===== config.mk =====
export PLATFORM = sky130hd
export DESIGN_NAME = octmr_top
export DESIGN_NICKNAME = d
export VERILOG_FILES = /design/src/rtl/octmr_pkg.sv /design/src/rtl/octmr_blank.sv /design/src/rtl/octmr_window.sv /design/src/rtl/octmr_latch.sv /design/src/rtl/octmr_top.sv
export SDC_FILE = /design/constraint.sdc
export NUM_CORES = 1
export LEC_CHECK = 0
export ABC_AREA = 1
export BUFFER_PORTS_ARGS = -buffer_cell sky130_fd_sc_hd__buf_2
export CORE_MARGIN = 2
export CORE_UTILIZATION = 25
export CTS_BUF_LIST = sky130_fd_sc_hd__clkbuf_8 sky130_fd_sc_hd__clkbuf_16
export CTS_CLUSTER_DIAMETER = 80
export DETAILED_ROUTE_END_ITERATION = 12
export SYNTH_ARGS = -nofsm -noshare
export SYNTH_HDL_FRONTEND = slang
export SYNTH_HIERARCHICAL = 1
export SYNTH_SLANG_ARGS = --single-unit

===== constraint.sdc =====
create_clock -name clk -period 1.75 [get_ports clk]
set_clock_uncertainty 0.15 [all_clocks]
set_input_delay 0.2625 -clock clk [delete_from_list [all_inputs] [get_ports clk]]
set_output_delay 0.2625 -clock clk [all_outputs]
set_load 0.05 [all_outputs]

===== src/rtl/octmr_pkg.sv =====
package octmr_pkg;

    typedef enum logic [1:0] {
        TRIP_NONE = 2'b00,
        TRIP_OC   = 2'b01,
        TRIP_SC   = 2'b10
    } trip_kind_e;

    typedef struct packed {
        logic valid;
        logic over_oc;
        logic over_sc;
    } sample_t;

    localparam int NUM_PATHS = 2;
    localparam int PATH_OC   = 0;
    localparam int PATH_SC   = 1;

    // The short-circuit path outranks the overcurrent path.
    function automatic trip_kind_e pick_kind(input logic [NUM_PATHS-1:0] fired);
        if (fired[PATH_SC])
            return TRIP_SC;
        else if (fired[PATH_OC])
            return TRIP_OC;
        else
            return TRIP_NONE;
    endfunction

endpackage


===== src/rtl/octmr_blank.sv =====
module octmr_blank
    import octmr_pkg::*;
#(
    parameter int BLANK_CYC = 4
) (
    input  logic    clk,
    input  logic    rst,
    input  logic    lg_rise,
    input  logic    cmp_oc,
    input  logic    cmp_sc,
    output sample_t samp
);
    localparam int BW = $clog2(BLANK_CYC + 1);

    logic [BW-1:0] dly_q;

    // A gate strobe reloads the delay, so a retrigger restarts blanking.
    always_ff @(posedge clk) begin
        if (rst)
            dly_q <= '0;
        else if (lg_rise)
            dly_q <= BW'(BLANK_CYC);
        else if (dly_q != '0)
            dly_q <= dly_q - 1'b1;
    end

    always_comb begin
        samp.valid   = (dly_q == BW'(1));
        samp.over_oc = cmp_oc;
        samp.over_sc = cmp_sc;
    end

endmodule


===== src/rtl/octmr_window.sv =====
module octmr_window #(
    parameter int WIN_US = 20
) (
    input  logic clk,
    input  logic rst,
    input  logic hold,
    input  logic smp,
    input  logic over,
    input  logic tick,
    output logic fire
);
    localparam int CW = $clog2(WIN_US + 1);
    localparam logic [CW-1:0] LIMIT = CW'(WIN_US);

    logic          armed_q;
    logic [CW-1:0] elapsed_q;
    logic          can_count;

    assign can_count = tick && (elapsed_q < LIMIT);
    assign fire      = smp && over && armed_q && (elapsed_q >= LIMIT);

    always_ff @(posedge clk) begin
        if (rst || hold) begin
            armed_q   <= 1'b0;
            elapsed_q <= '0;
        end else if (smp) begin
            if (!over) begin
                armed_q   <= 1'b0;
                elapsed_q <= '0;
            end else if (!armed_q) begin
                armed_q   <= 1'b1;
                elapsed_q <= '0;
            end else if (can_count) begin
                elapsed_q <= elapsed_q + 1'b1;
            end
        end else if (armed_q && can_count) begin
            elapsed_q <= elapsed_q + 1'b1;
        end
    end

endmodule


===== src/rtl/octmr_latch.sv =====
module octmr_latch
    import octmr_pkg::*;
(
    input  logic                 clk,
    input  logic                 rst,
    input  logic                 clear,
    input  logic [NUM_PATHS-1:0] fired,
    output logic                 trip,
    output trip_kind_e           kind
);
    always_ff @(posedge clk) begin
        if (rst || clear) begin
            trip <= 1'b0;
            kind <= TRIP_NONE;
        end else if (!trip && (fired != '0)) begin
            trip <= 1'b1;
            kind <= pick_kind(fired);
        end
    end

endmodule


===== src/rtl/octmr_top.sv =====
module octmr_top
    import octmr_pkg::*;
#(
    parameter int BLANK_CYC = 4,
    parameter int OC_WIN_US = 20,
    parameter int SC_WIN_US = 10
) (
    input  logic       clk,
    input  logic       rst,
    input  logic       lg_rise,
    input  logic       cmp_oc,
    input  logic       cmp_sc,
    input  logic       tick_us,
    input  logic       clear,
    output logic       trip,
    output logic [1:0] trip_kind
);
    sample_t              samp;
    logic                 samp_stb;
    logic [NUM_PATHS-1:0] fired;
    logic [NUM_PATHS-1:0] over_vec;
    logic                 freeze;
    trip_kind_e           kind;

    octmr_blank #(.BLANK_CYC(BLANK_CYC)) u_blank (
        .clk     (clk),
        .rst     (rst),
        .lg_rise (lg_rise),
        .cmp_oc  (cmp_oc),
        .cmp_sc  (cmp_sc),
        .samp    (samp)
    );

    assign samp_stb         = samp.valid;
    assign over_vec[PATH_OC] = samp.over_oc;
    assign over_vec[PATH_SC] = samp.over_sc;
    assign freeze           = trip || clear;

    for (genvar g = 0; g < NUM_PATHS; g++) begin : g_path
        localparam int WIN = (g == PATH_SC) ? SC_WIN_US : OC_WIN_US;
        octmr_window #(.WIN_US(WIN)) u_win (
            .clk  (clk),
            .rst  (rst),
            .hold (freeze),
            .smp  (samp_stb),
            .over (over_vec[g]),
            .tick (tick_us),
            .fire (fired[g])
        );
    end

    octmr_latch u_latch (
        .clk   (clk),
        .rst   (rst),
        .clear (clear),
        .fired (fired),
        .trip  (trip),
        .kind  (kind)
    );

    assign trip_kind = kind;

endmodule


==> out/metrics.yaml <==
power_and_ir_drop:
  ir_drop_uv: 313
  p_total_mw: 0.758
  leakage_nw: 0.480
  powerDensity_nw_per_um2: 688
grt:
  grt_usage_pct: 8.28
  use_met3_pct: 2.05
  grt_pass1_vias: 697
  busiest_layer: "met2"
  grt-ovfl-total: 0
  grt_pass1_wl_um: 2740
  met1_usage_pct: 10.4
  grt_max_degree: 10
  use_met2_pct: 12.8
  antenna_found_initial: 0
drt:
  vias_per_cell: 4.05
  ant_nets: 0
  wl_per_cell_um: 8.23
  num_vias: 809
  drt-total-wl_um: 1650
  dr.pass1.iters: 4
  drt_iter0_drc: 19
  route.detailed.drc: 0
die:
  die_h_um: 65.6
  io_pins: 10
  die_width_um: 65.6
  coreArea_um2: 3660
  rows: 22
  die-area_um2: 4310
  floorplan.initialDensity_pct: 25.9
clock_network:
  insertion_delay_ns: 0.25
  ctsHoldBuffers: 0
  clk_pin_slew_worst_paths_ns: 0.06
  cts-root-buf: "clkbuf_8"
  clk_path_buf_depth: 2
  cts_buffers: 3
  h-tree-depth: 1
  clock_sinks: 17
  cts_tree: "done"
critical_path:
  cp-start-kind: "register"
  required_ns: 1.75
  cp_top_family: "simple AND/OR/NAND/NOR gates"
  max_stage_delay_ns: 0.31
  arrival_ns: 1.54
  path_cells: "inv_1 > ha_1 > inv_1 > nor2_2 > nand3_2 > a21oi_1 > nand2_1 > nand2_1 > nor2_1"
  cp_slowest_cell: "dfxtp_1"
  r2r-end: "u_latch/kind[0]$_SDFFE_PP0P_"
  rrSetupSlack_ns: 0.21
  end_kind: "register"
  crit_fanout: 4
  worstRegToRegCells: 9
  crit_type: "register to register"
  crit_buf_inv: 2
  r2r_start: "u_blank/dly_q[1]$_SDFFE_PP0P_"
cells_and_area:
  fill_cells: 403
  fin_util_pct: 30.1
  drive_gt1_share_pct: 17.1
  finalNetCount: 167
  syn_to_final_growth_pct: 16.1
  diodes: 0
logic_synthesis:
  synth.distinct_cells: 20
  seq_area_frac_synth_pct: 35.8
  mappedNetlistArea_um2: 950
  yosys-top-cells-count: "nand2_1, nor2_1, inv_1, dfxtp_1"
  syn_nets: 153
  synthCells: 139
  synth_top_area_cell: "dfxtp_1"
  synth_top_area_share_pct: 35.8
  yosys_most_used_dff: "dfxtp_1"
  synth_seq_cells: 17
  synth_area_leaders: "dfxtp_1, nand2_1, nor2_1"
  async_reset_ff_share_pct: 0
  synth.most_common_cell: "nand2_1"
  yosys_warnings: 6
  post_synth.cell_area_avg_um2: 6.83
  synth_edf_count: 0
timing:
  setup_viol: 0
  relSlewSlack_pct: 83.3
  finalHoldViolCount: 0
  post-route-period-util_pct: 88.0
  rsz0062_at_grt: "no"
  tightest_slew_ns: 0.252
  min_period_ns: 1.54
  tns_ns: 0
  timing.fmax_mhz: 649
  slew_violations: 0
placement:
  io_buffers: 9
  gp_congestion: 0.687
  dp_hpwl_um: 1270
hold_path:
  hold_end: "u_blank/dly_q[2]$_SDFFE_PP0P_"
  holdCritStartpoint: "rst"
  hold_depth: 2
  hold_path_class: "primary input to register"
flow_run:
  maxCapViolations: 0
status:
  outcome: "finished clean"
==> stage by stage <==
stage / hold WS, ns / std cells / instance area, µm² / setup slack, ns
detailed placement: 0.298 / 196 / 1050 / 0.141
floorplan: 0.185 / 139 / 950 / 0.0742
global placement: 0.308 / 196 / 1050 / 0.156
finish: 0.0847 / 200 / 1100 / 0.210
CTS: 0.0861 / 200 / 1100 / 0.0761
global route: 0.104 / 200 / 1100 / 0.0565
==> area by class of cell <==
class	count	area [µm²]	share of cell area (%)
multi-input combinational	95	503	45.6
sequential	17	340	30.9
inverter	25	93.8	8.51
timing repair buffer	11	60.1	5.45
tap	48	60.1	5.45
clock buffer	3	41.3	3.75
clock inverter	1	3.75	0.341
==> cell families (layout without fill, tap and decap cells) <==
logic type,Yosys count,after routing,synth area share [%]
compound gates,15,15,11.2
fa+ha+maj,7,7,9.22
buf+inv,27,40,11.5
flops,17,17,35.8
simple gates,73,73,32.3
==> how the worst max path moves through the flow <==
stage | startpoint | endpoint | depth (start not counted)
floorplan | u_blank/dly_q[1]$_SDFFE_PP0P_ | u_latch/kind[1]$_SDFFE_PP0P_ | 9
global placement | u_blank/dly_q[1]$_SDFFE_PP0P_ | u_latch/kind[0]$_SDFFE_PP0P_ | 9
detailed placement | u_blank/dly_q[1]$_SDFFE_PP0P_ | u_latch/kind[0]$_SDFFE_PP0P_ | 9
CTS | u_blank/dly_q[1]$_SDFFE_PP0P_ | g_path[0].u_win/elapsed_q[4]$_SDFFE_PP0P_ | 7
global route | u_blank/dly_q[1]$_SDFFE_PP0P_ | u_latch/kind[1]$_SDFFE_PP0P_ | 9
finish | u_blank/dly_q[1]$_SDFFE_PP0P_ | u_latch/kind[0]$_SDFFE_PP0P_ | 9
==> state kept, by name (all words and copies together) (netlist names) <==
| signal | flops |
|---|---|
| g_path.u_win/armed_q | 2 |
| g_path.u_win/elapsed_q | 9 |
| u_blank/dly_q | 3 |
| u_latch/kind | 2 |
| u_latch/trip | 1 |
==> cells in the final DEF, fill, tap and decap left out <==
cell type	instances
or2_1	2
o21ai_4	1
o21ai_2	1
dfxtp_1	17
nand3_1	6
buf_4	2
inv_1	24
nand4_1	1
nand3_2	2
a21oi_2	2
nand2_2	1
nor2_2	2
clkbuf_8	3
inv_2	2
nor2_1	26
o21ai_0	2
a21oi_1	7
a21boi_2	1
buf_2	9
ha_1	7
a21boi_1	1
nand2_1	33
==> layer usage <==
layer  routed length [µm]  vias up
met3                   52        4
met2                  701       10
met4                   26        0
li1                     -      443
met1                  865      352
met5                    0        -
==> power breakdown <==
| part | total [mW] | switching (mW) | internal [mW] |
|---|---|---|---|
| sequential | 0.400 | 0.00564 | 0.394 |
| clock | 0.284 | 0.128 | 0.155 |
| combinational | 0.0751 | 0.0445 | 0.0305 |
| total | 0.758 | 0.179 | 0.580 |
==> timing repair <==
action,in CTS,in global routing
resized for setup,0,1
setup buffers,0,0
endpoints found under the setup margin,0,8
Note: power is estimated with default switching activity, not from simulation.
